`config.mk`:
```
export PLATFORM = sky130hd
export DESIGN_NAME = dcc_rx_top
export DESIGN_NICKNAME = d
export VERILOG_FILES = /design/src/rtl/dcc_rx_pkg.sv /design/src/rtl/dcc_rx_datapath.sv /design/src/rtl/dcc_rx_control.sv /design/src/rtl/dcc_rx_top.sv
export SDC_FILE = /design/constraint.sdc
export NUM_CORES = 1
export LEC_CHECK = 0
export ABC_AREA = 0
export BUFFER_PORTS_ARGS = -buffer_cell sky130_fd_sc_hd__clkbuf_2
export CAP_MARGIN = 15
export CORE_ASPECT_RATIO = 1.4
export CORE_MARGIN = 2
export CORE_UTILIZATION = 50
export DETAILED_ROUTE_END_ITERATION = 10
export GPL_ROUTABILITY_DRIVEN = 0
export GPL_TIMING_DRIVEN = 0
export PLACE_DENSITY = 0.74
export SYNTH_ARGS = -nofsm -noshare
export SYNTH_HDL_FRONTEND = slang
export SYNTH_SLANG_ARGS = --single-unit
export TNS_END_PERCENT = 50
```
`constraint.sdc`:
```
create_clock -name clk -period 2.4 [get_ports clk]
set_clock_uncertainty 0.05 [all_clocks]
set_input_delay 0.24 -clock clk [delete_from_list [all_inputs] [get_ports clk]]
set_output_delay 0.24 -clock clk [all_outputs]
set_load 0.01 [all_outputs]
```
`src/rtl/dcc_rx_pkg.sv`:
```
package dcc_rx_pkg;

  // Half-bit pairing state
  typedef enum logic [1:0] {
    HALF_ANY  = 2'd0,
    HALF_ONE  = 2'd1,
    HALF_ZERO = 2'd2
  } halfState_t;

  // Frame tracking state
  typedef enum logic [1:0] {
    FR_PREAMBLE = 2'd0,
    FR_START    = 2'd1,
    FR_DATA     = 2'd2,
    FR_SEP      = 2'd3
  } frameState_t;

  // Strobes from control to datapath
  typedef struct packed {
    logic clearAll;    // start bit: wipe buffer, counters
    logic shiftIn;     // shift a data bit into the byte register
    logic commitByte;  // eighth bit: store assembled byte
    logic bitVal;      // value of the accepted bit
  } dpCtrl_t;

endpackage

```
`src/rtl/dcc_rx_datapath.sv`:
```
module dcc_rx_datapath
  import dcc_rx_pkg::*;
#(
  parameter int TIMER_W   = 16,
  parameter int ONE_MIN   = 52,
  parameter int ONE_MAX   = 64,
  parameter int ZERO_MIN  = 90,
  parameter int ZERO_MAX  = 10000,
  parameter int MAX_BYTES = 6,
  parameter int CNT_W     = $clog2(MAX_BYTES + 1)
) (
  input  logic                   clk,
  input  logic                   rst_n,
  input  logic                   tick,
  input  logic                   trackIn,
  input  dpCtrl_t                ctrl,
  output logic                   halfOne,
  output logic                   halfZero,
  output logic                   lastBit,
  output logic                   atMax,
  output logic [MAX_BYTES*8-1:0] rxBytes,
  output logic [CNT_W-1:0]       byteCount
);

  localparam logic [TIMER_W-1:0] ONE_LO  = TIMER_W'(ONE_MIN);
  localparam logic [TIMER_W-1:0] ONE_HI  = TIMER_W'(ONE_MAX);
  localparam logic [TIMER_W-1:0] ZERO_LO = TIMER_W'(ZERO_MIN);
  localparam logic [TIMER_W-1:0] ZERO_HI = TIMER_W'(ZERO_MAX);
  localparam logic [CNT_W-1:0]   CNT_MAX = CNT_W'(MAX_BYTES);

  logic               prevTrack;
  logic               edgeSeen;
  logic [TIMER_W-1:0] interval;
  logic [2:0]         bitCnt;
  logic [7:0]         shiftReg;
  logic [7:0]         nextByte;

  assign edgeSeen = trackIn ^ prevTrack;
  assign nextByte = {shiftReg[6:0], ctrl.bitVal};

  // Interval timer: ticks since the last transition, saturating
  always_ff @(posedge clk) begin
    if (!rst_n) begin
      prevTrack <= 1'b0;
      interval  <= '0;
    end else begin
      prevTrack <= trackIn;
      if (edgeSeen)
        interval <= '0;
      else if (tick && (interval != '1))
        interval <= interval + 1'b1;
    end
  end

  // Half-bit classification on each transition
  assign halfOne  = edgeSeen && (interval >= ONE_LO)  && (interval <= ONE_HI);
  assign halfZero = edgeSeen && (interval >= ZERO_LO) && (interval <= ZERO_HI);

  // Byte assembly
  always_ff @(posedge clk) begin
    if (!rst_n) begin
      bitCnt    <= '0;
      shiftReg  <= '0;
      byteCount <= '0;
    end else if (ctrl.clearAll) begin
      bitCnt    <= '0;
      shiftReg  <= '0;
      byteCount <= '0;
    end else if (ctrl.commitByte) begin
      bitCnt    <= '0;
      shiftReg  <= '0;
      byteCount <= byteCount + 1'b1;
    end else if (ctrl.shiftIn) begin
      bitCnt    <= bitCnt + 1'b1;
      shiftReg  <= nextByte;
    end
  end

  assign lastBit = (bitCnt == 3'd7);
  assign atMax   = (byteCount == CNT_MAX);

  // Packet buffer, one register per byte slot
  for (genvar i = 0; i < MAX_BYTES; i++) begin : g_slot
    always_ff @(posedge clk) begin
      if (!rst_n || ctrl.clearAll)
        rxBytes[8*i +: 8] <= '0;
      else if (ctrl.commitByte && (byteCount == CNT_W'(i)))
        rxBytes[8*i +: 8] <= nextByte;
    end
  end

endmodule

```
`src/rtl/dcc_rx_control.sv`:
```
module dcc_rx_control
  import dcc_rx_pkg::*;
#(
  parameter int PREAMBLE_MIN = 10
) (
  input  logic    clk,
  input  logic    rst_n,
  input  logic    halfOne,
  input  logic    halfZero,
  input  logic    lastBit,
  input  logic    atMax,
  output dpCtrl_t ctrl,
  output logic    packetValid,
  output logic    frameError
);

  localparam int ONES_W = $clog2(PREAMBLE_MIN + 1);
  localparam logic [ONES_W-1:0] ONES_SAT = ONES_W'(PREAMBLE_MIN);

  halfState_t        halfState, nextHalf;
  frameState_t       frame, nextFrame;
  logic [ONES_W-1:0] onesCnt, nextOnes;
  logic              bitOk, bitVal, mismatch;
  logic              validNext, errNext;

  // Pair half-bits into bits
  always_comb begin
    nextHalf = halfState;
    bitOk    = 1'b0;
    bitVal   = 1'b0;
    mismatch = 1'b0;
    if (halfOne) begin
      case (halfState)
        HALF_ANY: nextHalf = HALF_ONE;
        HALF_ONE: begin bitOk = 1'b1; bitVal = 1'b1; nextHalf = HALF_ANY; end
        default:  begin mismatch = 1'b1; nextHalf = HALF_ANY; end
      endcase
    end else if (halfZero) begin
      case (halfState)
        HALF_ANY:  nextHalf = HALF_ZERO;
        HALF_ZERO: begin bitOk = 1'b1; nextHalf = HALF_ANY; end
        default:   begin mismatch = 1'b1; nextHalf = HALF_ANY; end
      endcase
    end
  end

  // Frame tracking
  always_comb begin
    nextFrame = frame;
    nextOnes  = onesCnt;
    validNext = 1'b0;
    errNext   = 1'b0;
    ctrl      = '0;
    ctrl.bitVal = bitVal;
    if (mismatch) begin
      nextFrame = FR_PREAMBLE;
      nextOnes  = '0;
      errNext   = 1'b1;
    end else if (bitOk) begin
      case (frame)
        FR_PREAMBLE: begin
          if (bitVal) begin
            if (onesCnt >= ONES_SAT) nextFrame = FR_START;
            else                     nextOnes  = onesCnt + 1'b1;
          end else begin
            nextOnes = '0;
          end
        end
        FR_START: begin
          if (!bitVal) begin
            ctrl.clearAll = 1'b1;
            nextFrame     = FR_DATA;
          end
        end
        FR_DATA: begin
          if (!lastBit) begin
            ctrl.shiftIn = 1'b1;
          end else if (atMax) begin
            errNext   = 1'b1;
            nextFrame = FR_PREAMBLE;
            nextOnes  = '0;
          end else begin
            ctrl.commitByte = 1'b1;
            nextFrame       = FR_SEP;
          end
        end
        default: begin
          if (bitVal) begin
            validNext = 1'b1;
            nextFrame = FR_PREAMBLE;
            nextOnes  = '0;
          end else begin
            nextFrame = FR_DATA;
          end
        end
      endcase
    end
  end

  always_ff @(posedge clk) begin
    if (!rst_n) begin
      halfState   <= HALF_ANY;
      frame       <= FR_PREAMBLE;
      onesCnt     <= '0;
      packetValid <= 1'b0;
      frameError  <= 1'b0;
    end else begin
      halfState   <= nextHalf;
      frame       <= nextFrame;
      onesCnt     <= nextOnes;
      packetValid <= validNext;
      frameError  <= errNext;
    end
  end

endmodule

```
`src/rtl/dcc_rx_top.sv`:
```
module dcc_rx_top
  import dcc_rx_pkg::*;
#(
  parameter int TIMER_W      = 16,
  parameter int ONE_MIN      = 52,
  parameter int ONE_MAX      = 64,
  parameter int ZERO_MIN     = 90,
  parameter int ZERO_MAX     = 10000,
  parameter int MAX_BYTES    = 6,
  parameter int PREAMBLE_MIN = 10,
  parameter int CNT_W        = $clog2(MAX_BYTES + 1)
) (
  input  logic                   clk,
  input  logic                   rst_n,
  input  logic                   tick,
  input  logic                   trackIn,
  output logic [MAX_BYTES*8-1:0] rxBytes,
  output logic [CNT_W-1:0]       byteCount,
  output logic                   packetValid,
  output logic                   frameError
);

  dpCtrl_t ctrl;
  logic    halfOne, halfZero, lastBit, atMax;

  dcc_rx_datapath #(
    .TIMER_W(TIMER_W), .ONE_MIN(ONE_MIN), .ONE_MAX(ONE_MAX),
    .ZERO_MIN(ZERO_MIN), .ZERO_MAX(ZERO_MAX),
    .MAX_BYTES(MAX_BYTES), .CNT_W(CNT_W)
  ) u_dp (
    .clk(clk), .rst_n(rst_n), .tick(tick), .trackIn(trackIn), .ctrl(ctrl),
    .halfOne(halfOne), .halfZero(halfZero), .lastBit(lastBit), .atMax(atMax),
    .rxBytes(rxBytes), .byteCount(byteCount)
  );

  dcc_rx_control #(.PREAMBLE_MIN(PREAMBLE_MIN)) u_ctl (
    .clk(clk), .rst_n(rst_n), .halfOne(halfOne), .halfZero(halfZero),
    .lastBit(lastBit), .atMax(atMax), .ctrl(ctrl),
    .packetValid(packetValid), .frameError(frameError)
  );

endmodule

```
==> results of run 1 <==
## Yosys cell counts (all sizes together) (7+ instances only)
cell / number / area [µm²]
dfxtp: 88 / 1762
nor2: 78 / 345.3
mux2i: 46 / 460.4
nand2: 27 / 111.4
nand3: 26 / 130.1
a21oi: 21 / 176.4
o21ai: 12 / 60.06
buf: 11 / 81.32
ha: 11 / 137.6
inv: 10 / 37.54
xnor2: 8 / 70.07
and3: 7 / 43.79
xor2: 7 / 61.31
## repair_timing
| action | CTS | global route |
|---|---|---|
| buffers inserted | 3 | 9 |
| pin swaps | 4 | 9 |
| cloned | 1 | 1 |
| gates resized for setup | 12 | 38 |
| setup endpoints to repair | 54 | 66 |
## layer usage
| layer | up-vias | part of all wire [%] | GRT usage (%) |
|---|---|---|---|
| met5 | - | 0 | 0 |
| met4 | 0 | 2.3 | 8.232 |
| met3 | 19 | 3.0 | 4.723 |
| met2 | 64 | 55 | 40.24 |
| met1 | 1562 | 39 | 20.44 |
| li1 | 1642 | - | - |
## flip-flops by register name, indices dropped and copies added (netlist names)
register	count
u_ctl.frame	2
u_ctl.frameError	1
u_ctl.halfState	2
u_ctl.onesCnt	4
u_ctl.packetValid	1
u_dp.bitCnt	3
u_dp.byteCount	3
u_dp.interval	16
u_dp.prevTrack	1
u_dp.rxBytes	48
u_dp.shiftReg	7
## layout make-up
cell class,count,area (µm²),share of cell area (%)
clock buffers,11,151.4,2.993
repair buffers,69,465.4,9.201
inverters,10,37.54,0.7420
flip-flops and latches,88,1773,35.05
well taps,100,125.1,2.473
plain buffers,14,107.6,2.127
clock inverters,4,77.57,1.534
multi-input cells,311,2321,45.88
## final timing paths
check | startpoint | endpoint | slack (ns) | depth (start not counted)
max | u_dp.interval[7] | u_dp.rxBytes[16] | 0.01 | 8
min | trackIn | u_dp.prevTrack | 0.08 | 2
max reg2reg | u_dp.interval[7] | u_dp.rxBytes[16] | 0.01 | 8
min reg2reg | u_dp.bitCnt[2] | u_dp.bitCnt[2] | 0.44 | 2
## critical path, cell delays in order, from the launching register on
cell and delay (ns):
dfxtp_4 0.37, or4_4 0.52, nand4_1 0.15, o2bb2ai_4 0.15
and4_2 0.30, nand3b_2 0.25, nand2_4 0.19, buf_2 0.23
nor2_1 0.07
## report_power, final
| group | internal (mW) | leakage (nW) | switching [mW] | total, mW |
|---|---|---|---|---|
| Combinational | 0.0178 | 1.03 | 0.0442 | 0.0620 |
| Clock | 0.641 | 0.116 | 0.530 | 1.17 |
| Sequential | 1.46 | 0.712 | 0.00237 | 1.46 |
## cell families (layout without fill, tap and decap cells)
| group | count (synthesis) | in the layout | share of synthesized area (%) |
|---|---|---|---|
| DFF | 88 | 88 | 43.70 |
| adders and majority gates | 11 | 11 | 3.414 |
| and+or+nand+nor | 176 | 177 | 22.38 |
| muxes | 48 | 48 | 11.98 |
| buffers and inverters | 27 | 108 | 3.507 |
| AOI/OAI and AO/OA | 60 | 60 | 11.76 |
| xor gates and xnor gates | 15 | 15 | 3.259 |
## stage by stage
| stage | total power, mW | std cells | cell area, µm² |
|---|---|---|---|
| 3_3_place_gp | 1.551 | 581 | 4437 |
| 4_1_cts | 2.712 | 597 | 4791 |
| 6_report | 2.695 | 607 | 5059 |
| 3_5_place_dp | 1.552 | 581 | 4437 |
| 5_1_grt | 2.781 | 607 | 5059 |
| 2_1_floorplan | 1.533 | 425 | 4031 |
==> key figures, run 1 <==
CTS
  • Clock-pin transition on the worst setup and hold timing paths: ~0.080 ns
  • Clk sinks: 88
  • Worst skew pair latency: roughly 0.36 ns
  • H-tree depth: 3
  • Number of CTS-inserted buffers: 9
  • Clock Tree Buf Depth: 2
  • CTS tree: done
  • Clk root buf: clkbuf_8
  • # hold bufs at CTS: 0

Timing
  • Pins over their slew limit: 0
  • Tightest hold margin: 0.08105 ns
  • Setup Total Neg Slack: 0 ns
  • Fin worst setup slack: between 0.009 and 0.01 ns
  • Fmax: 418.4 MHz
  • Final Cycle Share: between 90% and 100%
  • Actual slew at the worst max-slew pin: 0.5569 ns
  • RSZ-0062 raised after global routing: true
  • Slew Limit Headroom: between 60% and 70%
  • Fin crit period: around 2.4 ns
  • Final Setup Violations: 0
  • Final hold vios: 0

Route
  • DR iter-0 viols: between 100 and 150
  • Post-DRT Antenna Nets: 0
  • Routed vias: approximately 3300
  • Drt first pass iters: 4
  • DR DRC count: 0
  • Routed vias/inst: about 5.4
  • Routed WL per cell: 15.31 µm
  • Drt total wl: a little over 9 mm

Floorplan
  • Chip width: 79.89 µm
  • Initial core utilization: ~52%
  • IO Pins: 57
  • Die ar.: approximately 8800 µm²
  • Core area: 7797 µm²
  • Num rows: 38
  • Die Ht: around 110 µm

Setup path
  • Required time at the worst-slack endpoint: 2.60 ns
  • Worst setup EP type: flip-flop
  • Worst setup SP type: flip-flop
  • Crit-path max FO: 10
  • CP Class: reg2reg
  • Critical Path AT: around 2.6 ns

GRT
  • Global-route wire length before repair: roughly 14 mm
  • Largest net degree at the start of global routing: 15
  • Number of global-route vias before repair: a little over 3000
  • GRT Residual Overflow: 0
  • Antenna violations before repair: 0
  • Total global-route track usage: 20.54%

Logic synthesis
  • Synth Register Bits: between 80 and 90
  • Post-Syn Instances: about 430
  • Syn. warnings: 0
  • Register area share after synthesis: approximately 44%
  • Async set or reset register ratio after synthesis: 0%
  • Yosys cell types: 52
  • Syn nets: 440
  • Mean post-synth cell area: 9.486 µm²
  • Main synth FF type: dfxtp_1
  • Cell Area, Synth: 4031 µm²
  • Post-synth EDFFs: 0

Power
  • Pwr dens: between 500 and 600 nW/µm²
  • LEAKAGE: ~1.9 nW
  • Worst VDD drop: 0.4503 mV

Job
  • Max Cap Violations: 0

Final layout
  • Final core occ: 64.87%
  • Leading cell type in the layout, fill and taps excluded: dfxtp_1
  • Fill count: ~630
  • Layout cells sized above 1: between 30% and 40%
  • Syn-to-layout area delta: 25.48%
  • Most frequent cells in the layout: dfxtp_1, nor2_1, clkbuf_2
  • Layout Nets: about 520
  • Diode count: 0

Placement
  • DP HPWL: 6.375 mm
  • Port Buf Inserts: 56
  • Setup WS pre-CTS: -0.1066 ns

Hold path
  • Worst min path class: in2reg

Status
  • Outcome: finished clean
Note: power is estimated with default switching activity, not from simulation.
==> inputs of run 2 (changes only) <==
--- a/config.mk
+++ b/config.mk
@@ -6,15 +6,15 @@
 export NUM_CORES = 1
 export LEC_CHECK = 0
 export ABC_AREA = 0
+export ABC_CLOCK_PERIOD_IN_PS = 2400
 export BUFFER_PORTS_ARGS = -buffer_cell sky130_fd_sc_hd__clkbuf_2
 export CAP_MARGIN = 15
 export CORE_ASPECT_RATIO = 1.4
 export CORE_MARGIN = 2
-export CORE_UTILIZATION = 50
+export CORE_UTILIZATION = 39
 export DETAILED_ROUTE_END_ITERATION = 10
 export GPL_ROUTABILITY_DRIVEN = 0
 export GPL_TIMING_DRIVEN = 0
-export PLACE_DENSITY = 0.74
 export SYNTH_ARGS = -nofsm -noshare
 export SYNTH_HDL_FRONTEND = slang
 export SYNTH_SLANG_ARGS = --single-unit
==> key figures, run 2 (synthesis gave the netlist of run 1 again) <==
Power
  • Pwr dens: 575.3 nW/µm² (+8.0%)
  • Total power: 2.947 mW (+9.4%)
  • Worst VDD drop: 0.3658 mV (-19%)
  • LEAKAGE: 1.942 nW (+4.5%)

Hold path
  • Worst min path class: in2reg
  • Hold Path Cell Cnt: 2 (unchanged)

Floorplan
  • Die Ht: 124.3 µm (+13%)
  • Chip width: 89.93 µm (+13%)
  • Initial core utilization: 40.29% (-11 points)
  • Num rows: 43 (+13%)
  • Die ar.: 11180 µm² (+27%)
  • IO Pins: 57 (unchanged)
  • Core area: 10010 µm² (+28%)

Setup path
  • Critical path's largest stage delay: 0.53 ns (about the same)
  • Required time at the worst-slack endpoint: 2.63 ns (+0.03 ns)
  • WP depth: 8 (unchanged)
  • Crit path buf inv count: 1 (unchanged)
  • Worst setup EP type: flip-flop
  • Worst setup SP type: flip-flop
  • Reg2reg path depth: 8 (unchanged)
  • Slowest-stage cell, CP: or4_4
  • CP Class: reg2reg
  • Top delay family on crit path: simple AND/OR/NAND/NOR gates
  • Crit-path max FO: 8 (-2)
  • Crit-path most repeated cell: or4_4
  • Critical Path AT: 2.61 ns (+0.02 ns)
  • CP Cell Sequence: buf_6, or4_4, nand4_1, o2bb2ai_4, and4_4, o221ai_4, or4_4, a21oi_2

Timing
  • Final Cycle Share: 99.22% (-0.38 points)
  • Final hold vios: 0 (unchanged)
  • Fin worst setup slack: 0.01883 ns (+0.009157 ns)
  • Final Setup Violations: 0 (unchanged)
  • Fmax: 420.0 MHz (+0.38%)
  • Pins over their slew limit: 0 (unchanged)
  • Slew Limit Headroom: 59.72% (-3.0 points)
  • RSZ-0062 raised after global routing: true
  • Fin crit period: 2.381 ns (-0.009157 ns)
  • Actual slew at the worst max-slew pin: 0.6029 ns (+0.04605 ns)
  • Setup Total Neg Slack: 0 ns (unchanged)

Placement
  • DP HPWL: 6.690 mm (+4.9%)
  • Port Buf Inserts: 56 (unchanged)
  • Setup WS pre-CTS: -0.1559 ns (-0.04923 ns)
  • Placement Cell Area: 4481 µm² (+0.99%)
  • Post-Place Cells: 616 (+6.0%)

Route
  • Routed vias/inst: 5.057 (-6.6%)
  • DR iter-0 viols: 121 (-4.0%)
  • Routed vias: 3277 (-0.30%)
  • DR DRC count: 0 (unchanged)
  • Post-DRT Antenna Nets: 0 (unchanged)
  • Routed WL per cell: 14.44 µm (-5.7%)
  • Drt first pass iters: 4 (unchanged)
  • Drt total wl: 9.356 mm (+0.70%)

GRT
  • Antenna violations before repair: 0 (unchanged)
  • Global-route wire length before repair: 15.17 mm (+8.4%)
  • Number of global-route vias before repair: 3121 (+1.5%)
  • Total global-route track usage: 16.75% (-3.8 points)
  • Largest net degree at the start of global routing: 17 (+2)
  • GRT Residual Overflow: 0 (unchanged)

Final layout
  • Top flop regs: u_dp.rxBytes (48), u_dp.interval (16), u_dp.shiftReg (7)
  • Layout Nets: 523 (+0.97%)
  • Final non-filler cell total: 648 (+6.8%)
  • Max reg flops: 48 (unchanged)
  • Leading cell type in the layout, fill and taps excluded: dfxtp_1
  • Layout cells sized above 1: 30.21% (-1.5 points)
  • Top reg by flops: u_dp.rxBytes
  • Fin area: 5122 µm² (+1.3%)
  • Most frequent cells in the layout: dfxtp_1, nor2_1, clkbuf_2
  • Diode count: 0 (unchanged)
  • Syn-to-layout area delta: 27.06%

CTS
  • Clock Tree Buf Depth: 2 (unchanged)
  • Number of CTS-inserted buffers: 9 (unchanged)
  • H-tree depth: 3 (unchanged)
  • Clk sinks: 88 (unchanged)
  • Clk root buf: clkbuf_16
  • CTS tree: done
  • Worst skew pair latency: 0.34 ns (-0.02 ns)
  • Clock-pin transition on the worst setup and hold timing paths: 0.07 ns (about the same)

Job
  • Max Cap Violations: 0 (unchanged)

Status
  • Outcome: finished clean
==> run 2: changes by cell type in the layout (fill, tap and decap cells not counted), sizes merged <==
| cell | change |
|---|---|
| bufinv | -1 |
| inv | +3 |
| clkinvlp | +1 |
| buf | +9 |
| bufbuf | -1 |
| nand2 | -1 |
| clkbuf | -4 |
==> run 2: worst paths after layout <==
kind                                       start               end  slack, ns
worst max-delay path            u_dp.interval[5]  u_ctl.onesCnt[2]       0.02
worst min-delay path                     trackIn    u_dp.prevTrack        0.1
worst max register to register  u_dp.interval[5]  u_ctl.onesCnt[2]       0.02
worst min register to register    u_dp.bitCnt[1]    u_dp.bitCnt[1]       0.43
==> run 2: worst register-to-register path: cells and delay by family, from the launching register on <==
kind | cells | cell delay (ns)
buffers and inverters | 1 | 0.13
DFF | 1 | 0.31
AOI/OAI and AO/OA | 3 | 0.39
and+or+nand+nor | 4 | 1.44
==> run 2: stage by stage <==
stage	hold slack (ns)	utilization, %
after detailed placement	0.4193	44.77
after global placement	0.4106	44.77
after global routing	0.1269	51.19
after floorplan	0.3117	-
final	0.09705	51.19
after CTS	0.09034	48.96
==> run 2: power breakdown <==
part / internal, mW / switching, mW
clock network: 0.818 / 0.603
logic: 0.0184 / 0.0433
registers: 1.46 / 0.00225
total: 2.30 / 0.648
==> run 2: what timing repair did <==
| item | CTS | global route |
|---|---|---|
| pin swaps | 4 | 11 |
| hold buffers | 0 | 0 |
| setup endpoints to repair | 53 | 62 |
| resized for setup | 7 | 21 |
| buffers inserted | 6 | 12 |
==> run 2: metal layers <==
| layer | GRT usage, % | vias to the layer above | share of wire [%] |
|---|---|---|---|
| met5 | 0 | - | 0 |
| met1 | 18.58 | 1554 | 42 |
| met2 | 30.04 | 67 | 52 |
| li1 | - | 1640 | - |
| met4 | 7.330 | 0 | 2.4 |
| met3 | 4.295 | 16 | 3.6 |
==> run 2: cell type report <==
cell class	instances	area (µm²)
Tap cell	135	168.9
Buffer	15	111.4
Clock buffer	9	225.2
Inverter	10	37.54
Timing Repair Buffer	74	503.0
Sequential cell	88	1765
Clock inverter	7	77.57
Fill cell	957	4885
Multi-Input combinational cell	310	2233
